**config.mk**
```make
export PLATFORM = sky130hd
export DESIGN_NAME = oled_cmd_engine
export DESIGN_NICKNAME = d
export VERILOG_FILES = /design/src/rtl/oled_eng_pkg.sv /design/src/rtl/oled_parse_ctrl.sv /design/src/rtl/oled_addr_dp.sv /design/src/rtl/oled_cmd_engine.sv
export SDC_FILE = /design/constraint.sdc
export NUM_CORES = 1
export LEC_CHECK = 0
export BUFFER_PORTS_ARGS = -buffer_cell sky130_fd_sc_hd__buf_2
export CELL_PAD_IN_SITES_DETAIL_PLACEMENT = 1
export CELL_PAD_IN_SITES_GLOBAL_PLACEMENT = 2
export CORE_ASPECT_RATIO = 1.75
export CORE_MARGIN = 10
export CORE_UTILIZATION = 39
export DETAILED_ROUTE_END_ITERATION = 7
export PLACE_DENSITY_LB_ADDON = 0.1
export SLEW_MARGIN = 20
export SYNTH_ARGS = -nofsm -noshare
export SYNTH_HDL_FRONTEND = slang
export SYNTH_SLANG_ARGS = --single-unit
```
**constraint.sdc**
```tcl
create_clock -name clk -period 5.6 [get_ports clk]
set_input_delay 0.84 -clock clk [delete_from_list [all_inputs] [get_ports clk]]
set_output_delay 0.84 -clock clk [all_outputs]
set_load 0.01 [all_outputs]
```
**src/rtl/oled_eng_pkg.sv**
```systemverilog
package oled_eng_pkg;
  localparam int unsigned MAX_ARGS = 8;
  localparam int unsigned ARGC_W = $clog2(MAX_ARGS + 1);

  typedef struct packed {
    logic       setCol;
    logic       setRow;
    logic       setRemap;
    logic       wrData;
    logic [7:0] arg0;
    logic [7:0] arg1;
  } ctrlStrobes_t;

  typedef enum logic {PS_IDLE, PS_ARGS} parseState_t;
endpackage

```
**src/rtl/oled_parse_ctrl.sv**
```systemverilog
module oled_parse_ctrl
  import oled_eng_pkg::*;
(
  input  logic         clk,
  input  logic         rstN,
  input  logic         byteValid,
  input  logic [7:0]   byteIn,
  input  logic         dcSel,
  output ctrlStrobes_t strobes,
  output logic         unknownCmd
);
  parseState_t stateQ, stateEff;
  logic [7:0]        opQ, execOp, arg0Q;
  logic [ARGC_W-1:0] needQ, argCntQ, needNew;
  logic              knownNew, isCmd, execNow, dcPrevQ, unknownQ;

  // {known, argument count} for an opcode
  function automatic logic [ARGC_W:0] opInfo(input logic [7:0] op);
    case (op)
      8'h15, 8'h75:                            opInfo = {1'b1, ARGC_W'(2)};
      8'hB8:                                   opInfo = {1'b1, ARGC_W'(MAX_ARGS)};
      8'hA0, 8'h81, 8'h84, 8'h85, 8'h86,
      8'hA1, 8'hA2, 8'hA8, 8'hAD, 8'hB1,
      8'hB2, 8'hB3, 8'hBC, 8'hBE, 8'hBF:       opInfo = {1'b1, ARGC_W'(1)};
      8'hA4, 8'hA5, 8'hA6, 8'hA7, 8'hAE,
      8'hAF, 8'hE3, 8'hFF:                     opInfo = {1'b1, ARGC_W'(0)};
      default:                                 opInfo = {1'b0, ARGC_W'(0)};
    endcase
  endfunction

  always_comb begin
    {knownNew, needNew} = opInfo(byteIn);
    isCmd    = byteValid && !dcSel;
    stateEff = (dcSel != dcPrevQ) ? PS_IDLE : stateQ;
    execNow  = 1'b0;
    execOp   = opQ;
    if (isCmd) begin
      if (stateEff == PS_IDLE) begin
        execNow = (needNew == '0);
        execOp  = byteIn;
      end else begin
        execNow = ((argCntQ + 1'b1) == needQ);
      end
    end
    strobes        = '0;
    strobes.wrData = byteValid && dcSel;
    strobes.arg0   = (stateEff == PS_ARGS && argCntQ != '0) ? arg0Q : byteIn;
    strobes.arg1   = byteIn;
    if (execNow) begin
      strobes.setCol   = (execOp == 8'h15);
      strobes.setRow   = (execOp == 8'h75);
      strobes.setRemap = (execOp == 8'hA0);
    end
  end

  always_ff @(posedge clk) begin
    if (!rstN) begin
      stateQ   <= PS_IDLE;
      opQ      <= '0;
      needQ    <= '0;
      argCntQ  <= '0;
      arg0Q    <= '0;
      dcPrevQ  <= 1'b0;
      unknownQ <= 1'b0;
    end else begin
      dcPrevQ <= dcSel;
      if (stateEff != stateQ) stateQ <= stateEff;
      if (byteValid && dcSel) stateQ <= PS_IDLE;
      if (isCmd) begin
        if (stateEff == PS_IDLE) begin
          if (!knownNew) unknownQ <= 1'b1;
          if (needNew != '0) begin
            stateQ  <= PS_ARGS;
            opQ     <= byteIn;
            needQ   <= needNew;
            argCntQ <= '0;
          end
        end else begin
          if (argCntQ == '0) arg0Q <= byteIn;
          argCntQ <= argCntQ + 1'b1;
          if (execNow) stateQ <= PS_IDLE;
        end
      end
    end
  end

  assign unknownCmd = unknownQ;

  assert_sticky_unknown_R10: assert property (@(posedge clk) disable iff (!rstN)
    unknownQ |=> unknownQ);
  assert_cfg_only_in_cmd_R11: assert property (@(posedge clk) disable iff (!rstN)
    (strobes.setCol || strobes.setRow || strobes.setRemap) |-> !dcSel);
  assert_args_bounded_R8: assert property (@(posedge clk) disable iff (!rstN)
    (stateQ == PS_ARGS) |-> (argCntQ < needQ));
endmodule

```
**src/rtl/oled_addr_dp.sv**
```systemverilog
module oled_addr_dp
  import oled_eng_pkg::*;
#(
  parameter int unsigned COLS = 64,
  parameter int unsigned ROWS = 80,
  parameter int unsigned VERT_BIT = 2,
  localparam int unsigned COL_W = $clog2(COLS),
  localparam int unsigned ROW_W = $clog2(ROWS),
  localparam int unsigned ADDR_W = $clog2(COLS * ROWS)
) (
  input  logic              clk,
  input  logic              rstN,
  input  ctrlStrobes_t      strobes,
  output logic [ADDR_W-1:0] fbAddr,
  output logic [7:0]        remapOut
);
  logic [COL_W-1:0] colQ, colStartQ, colEndQ, colArg0, colArg1;
  logic [ROW_W-1:0] rowQ, rowStartQ, rowEndQ, rowArg0, rowArg1;
  logic [COL_W:0]   colInc;
  logic [ROW_W:0]   rowInc;
  logic             colPast, rowPast, vertical;

  always_comb begin
    colArg0  = COL_W'(32'(strobes.arg0) % COLS);
    colArg1  = COL_W'(32'(strobes.arg1) % COLS);
    rowArg0  = ROW_W'(32'(strobes.arg0) % ROWS);
    rowArg1  = ROW_W'(32'(strobes.arg1) % ROWS);
    colInc   = {1'b0, colQ} + 1'b1;
    rowInc   = {1'b0, rowQ} + 1'b1;
    colPast  = colInc > {1'b0, colEndQ};
    rowPast  = rowInc > {1'b0, rowEndQ};
    vertical = remapOut[VERT_BIT];
    fbAddr   = ADDR_W'(rowQ) * ADDR_W'(COLS) + ADDR_W'(colQ);
  end

  always_ff @(posedge clk) begin
    if (!rstN) begin
      colQ <= '0; colStartQ <= '0; colEndQ <= COL_W'(COLS - 1);
      rowQ <= '0; rowStartQ <= '0; rowEndQ <= ROW_W'(ROWS - 1);
      remapOut <= '0;
    end else begin
      if (strobes.setCol) begin
        colQ <= colArg0; colStartQ <= colArg0; colEndQ <= colArg1;
      end
      if (strobes.setRow) begin
        rowQ <= rowArg0; rowStartQ <= rowArg0; rowEndQ <= rowArg1;
      end
      if (strobes.setRemap) remapOut <= strobes.arg0;
      if (strobes.wrData) begin
        if (vertical) begin
          rowQ <= rowPast ? rowStartQ : rowInc[ROW_W-1:0];
          if (rowPast) colQ <= colPast ? colStartQ : colInc[COL_W-1:0];
        end else begin
          colQ <= colPast ? colStartQ : colInc[COL_W-1:0];
          if (colPast) rowQ <= rowPast ? rowStartQ : rowInc[ROW_W-1:0];
        end
      end
    end
  end

  assert_row_in_range_R4: assert property (@(posedge clk) disable iff (!rstN)
    (rowQ < ROWS) && (rowStartQ < ROWS) && (rowEndQ < ROWS));
  assert_col_step_R6: assert property (@(posedge clk) disable iff (!rstN)
    (strobes.wrData && !vertical && colQ < colEndQ) |=> (colQ == $past(colQ) + 1'b1));
  assert_row_step_R7: assert property (@(posedge clk) disable iff (!rstN)
    (strobes.wrData && vertical && rowQ < rowEndQ) |=> (rowQ == $past(rowQ) + 1'b1));
  assert_row_wrap_R6: assert property (@(posedge clk) disable iff (!rstN)
    (strobes.wrData && !vertical && colQ == colEndQ && rowQ == rowEndQ && colStartQ <= colEndQ)
    |=> (rowQ == $past(rowStartQ)));
endmodule

```
**src/rtl/oled_cmd_engine.sv**
```systemverilog
module oled_cmd_engine
  import oled_eng_pkg::*;
#(
  parameter int unsigned COLS = 64,
  parameter int unsigned ROWS = 80,
  localparam int unsigned ADDR_W = $clog2(COLS * ROWS)
) (
  input  logic              clk,
  input  logic              rstN,
  input  logic              byteValid,
  input  logic [7:0]        byteIn,
  input  logic              dcSel,
  output logic              fbWe,
  output logic [ADDR_W-1:0] fbAddr,
  output logic [7:0]        fbData,
  output logic [7:0]        remapOut,
  output logic              unknownCmd
);
  ctrlStrobes_t strobes;

  oled_parse_ctrl ctrl_i (
    .clk(clk), .rstN(rstN), .byteValid(byteValid), .byteIn(byteIn),
    .dcSel(dcSel), .strobes(strobes), .unknownCmd(unknownCmd)
  );

  oled_addr_dp #(.COLS(COLS), .ROWS(ROWS), .VERT_BIT(2)) dp_i (
    .clk(clk), .rstN(rstN), .strobes(strobes), .fbAddr(fbAddr), .remapOut(remapOut)
  );

  assign fbWe   = strobes.wrData;
  assign fbData = byteIn;
endmodule

```
==> results_tabular.tex <==
\begin{tabular}{lr}
\hline
Metric & Value \\
\hline
\multicolumn{2}{l}{\textbf{Run status}} \\
\quad Outcome & finished, final reports clean \\
\multicolumn{2}{l}{\textbf{Power}} \\
\quad Cell area power density & 241 mW/mm² \\
\quad Max IR drop VDD & 0.120 mV \\
\quad Leakage component of the power & 0.00210 µW \\
\multicolumn{2}{l}{\textbf{Cells and area}} \\
\quad Number of inserted diodes & 0 \\
\quad Most frequent cells in the layout & 73 x dfxtp\_1, 45 x a21oi\_1, 42 x buf\_2 \\
\quad Final-stage net count & $\sim$620 \\
\quad Share of the core filled with cells in the final layout & 44.1\% \\
\quad Area of all sequential standard cells & 0.00146 mm² \\
\quad Post-route non-filler standard cell count & 760 \\
\quad Share of cells above drive strength 1 & 12.9\% \\
\quad Layout overhead on the synthesized area & 10.7\% \\
\quad Footprint of the multi-input gates & 0.00299 mm² \\
\quad Post-route cell area & 0.00532 mm² \\
\quad Commonest non-fill, non-tap cell in the layout & dfxtp\_1 \\
\quad Fillers & approximately 1.5k \\
\multicolumn{2}{l}{\textbf{Timing}} \\
\quad Headroom to the max-slew limit & 33.5\% \\
\quad Hold Violations, Final & 0 \\
\quad Final period util & 74.0\% \\
\quad Min Tclk post-route & 4150 ps \\
\quad Measured slew at the worst slew-check pin & 997 ps \\
\quad Total setup violations reported at the end of the flow & 0 \\
\quad Maximum clock frequency & 0.241 GHz \\
\quad Skew final & 9.50 ps \\
\quad Unrepaired setup endpoints after global routing & no \\
\quad Number of slew-limit violations in the final report & 0 \\
\quad Final total negative setup slack & 0 ps \\
\multicolumn{2}{l}{\textbf{Routing}} \\
\quad Residual antenna-violating net count after detailed routing & 0 \\
\quad Routed vias/inst & around 5.9 \\
\quad Number of remaining DRC errors & 0 \\
\quad DR iter-0 viols & roughly 170 \\
\quad Detailed Routing Iterations Pass 1 & 4 \\
\quad Wire length reported by the detailed router & 16.4 mm \\
\quad DR WL/cell & 21.5 µm \\
\quad Detailed-route via count & 4517 \\
\multicolumn{2}{l}{\textbf{Worst setup path}} \\
\quad Critical path origin & dcSel \\
\quad Crit Reg-Reg Startpoint & ctrl\_i.argCntQ[0] \\
\quad Arrival time of the worst setup path & 4320 ps \\
\quad Kind of start point of the critical path & input pin \\
\quad Slowest-stage cell, CP & mux2i\_1 \\
\quad Capturing element type of the critical path & register \\
\quad Delay of the slowest cell on the worst path & 610 ps \\
\quad Critical path fanouts, max & 12 \\
\quad Critical Path RT & 5770 ps \\
\quad Ordered list of cells on the worst path & buf\_2, xnor2\_1, nand3\_1, mux2i\_1, inv\_1, ha\_1, nor2b\_1, a221oi\_1, a31oi\_1, nor3\_1, o211ai\_1, o221ai\_1 \\
\quad Worst Path Class, Setup & in2reg \\
\multicolumn{2}{l}{\textbf{Placed design}} \\
\quad Gpl congestion & 0.833 \\
\quad Placed wire-length estimate after detailed placement & 12.2 mm \\
\quad Instance area at placement & 0.00499 mm² \\
\quad Port bufs & 42 \\
\quad Post-Place Cells & 744 \\
\multicolumn{2}{l}{\textbf{Floorplan}} \\
\quad Die Height & 167 µm \\
\quad Area of the core & about 0.012 mm² \\
\quad Number of core rows & 53 \\
\quad Top-level I/O count & 43 \\
\quad Width of the chip & 104 µm \\
\quad Overall die area & 0.0173 mm² \\
\quad Initial Utilization & 39.8\% \\
\multicolumn{2}{l}{\textbf{Synthesis}} \\
\quad Cell area after synthesis & $\sim$0.0048 mm² \\
\quad Top FF cell, synth & dfxtp\_1 \\
\quad Post-synthesis area per instance & 8.29 µm² \\
\quad EDFF count, synth & 0 \\
\quad Number of instances in the synthesized netlist & 580 \\
\quad Net count after synthesis & slightly above 600 \\
\quad Async set-or-reset flop fraction in the synthesized netlist & 0\% \\
\quad Number of warnings reported in the yosys synthesis log & 0 \\
\quad Distinct cell type count after synthesis & 77 \\
\quad Sequential cell area fraction in the yosys report & 30.4\% \\
\quad Flop and latch count out of synthesis & 73 \\
\multicolumn{2}{l}{\textbf{Clock tree}} \\
\quad \# resized after CTS & 0 \\
\quad Setup repair bufs after CTS & 0 \\
\quad Number of buffers created by CTS & 9 \\
\quad Number of buffers inserted by hold repair at cts & 0 \\
\quad TritonCTS clock tree & done \\
\quad Root Buffer & clkbuf\_16 \\
\quad Worst-skew pair later-pin latency & 340 ps \\
\quad Clock edge transition at the registers on the reported setup and hold paths & 60 ps \\
\quad Number of H-tree levels & 3 \\
\quad CTS sink cnt & 73 \\
\quad Longest Clk Path Bufs & 2 \\
\multicolumn{2}{l}{\textbf{Global routing}} \\
\quad Vias in the first global route & 4703 \\
\quad Total grt overflow & 0 \\
\quad Maximum number of pins on one net before global-route repair & 45 \\
\quad Global-route wire length before repair & 26.1 mm \\
\quad Total Routing Usage GR & 18.5\% \\
\quad Antenna violations before repair & 0 \\
\multicolumn{2}{l}{\textbf{Worst hold path}} \\
\quad Worst hold path type & reg2reg \\
\quad Launch instance of the worst min-delay path & dp\_i.rowStartQ[0] \\
\multicolumn{2}{l}{\textbf{Flow run}} \\
\quad Maxcap violations & 0 \\
\hline
\end{tabular}
-- cells in the mapped netlist (7+ instances only) --
master	instances	area, µm²
xor2_1	7	61.3
nand2b_1	11	68.8
o31ai_1	9	67.6
buf_4	12	90.1
inv_1	21	78.8
xnor2_1	10	87.6
a31oi_1	12	75.1
nand3_1	39	195
nand4_1	18	113
clkbuf_1	16	60.1
a21o_1	7	52.6
nor2_1	37	139
and4_1	8	70.1
buf_2	12	60.1
ha_1	19	238
a211oi_1	8	60.1
dfxtp_1	73	1460
a21oi_1	45	225
o21ai_0	20	100
o22ai_1	7	43.8
nor3_1	7	35.0
mux2i_1	18	180
o211ai_1	20	150
nand2_1	32	120
-- final cells by class --
type / count / share of cell area (%)
clock buffer: 12 / 4.82
clock inverter: 4 / 1.39
inverter: 22 / 1.55
multi-input combinational: 437 / 56.2
sequential: 73 / 27.5
tap: 165 / 3.88
timing repair buffer: 47 / 4.66
-- stage by stage --
step	total power [µW]	hold slack [ps]	setup slack [ps]
3_3_place_gp	651	445	1560
4_1_cts	1300	471	1520
3_5_place_dp	654	459	1240
6_report	1280	468	1450
5_1_grt	1330	497	1210
2_1_floorplan	622	434	2470
-- final timing paths --
| check | to | slack, ps | cells past startpoint |
|---|---|---|---|
| hold reg to reg | dp_i.rowStartQ[0] | 470 | 2 |
| hold / removal | dp_i.rowStartQ[0] | 470 | 2 |
| setup reg to reg | dp_i.rowQ[5] | 1600 | 13 |
| setup / recovery | dp_i.rowQ[5] | 1450 | 12 |
-- layer usage --
metal	part of all wire [%]	wire, µm	GRT usage, %	vias up
met1	40	6580	19.5	2212
met3	2.7	438	2.74	23
li1	-	-	-	2199
met5	0	0	0	-
met2	54	8910	35.3	83
met4	2.7	440	7.90	0
-- critical path: cells and delay by family --
family | cells | cell delay [ps]
and+or+nand+nor | 3 | 1030
AOI/OAI and AO/OA | 4 | 780
muxes | 1 | 610
xor gates and xnor gates | 1 | 400
adders and majority gates | 1 | 340
buffers and inverters | 2 | 300
-- cells by family after synthesis --
family | share of synthesized area (%)
AO/OA/AOI/OAI | 26.9
adder cells (fa/ha/maj) | 5.15
XOR/XNOR | 3.10
flip-flops | 30.4
buffers and inverters | 7.36
AND/OR/NAND/NOR | 22.1
multiplexers | 4.97
-- flip-flops by register name, summed over array words and instances, names as in the netlist --
| register | cells |
|---|---|
| ctrl_i.arg0Q | 8 |
| ctrl_i.argCntQ | 4 |
| ctrl_i.dcPrevQ | 1 |
| ctrl_i.needQ | 3 |
| ctrl_i.opQ | 8 |
| ctrl_i.stateQ | 1 |
| ctrl_i.unknownCmd | 1 |
| dp_i.colEndQ | 6 |
| dp_i.colQ | 6 |
| dp_i.colStartQ | 6 |
| dp_i.remapOut | 8 |
| dp_i.rowEndQ | 7 |
| dp_i.rowQ | 7 |
| dp_i.rowStartQ | 7 |
-- power breakdown --
part	internal [µW]	leakage (µW)	switching [µW]	total, µW
logic	34.4	0.00135	83.2	118
clock network	416	0.000163	226	642
registers	522	0.000589	3.33	525
total	972	0.00210	313	1280
(Power assumes the default switching activity.)
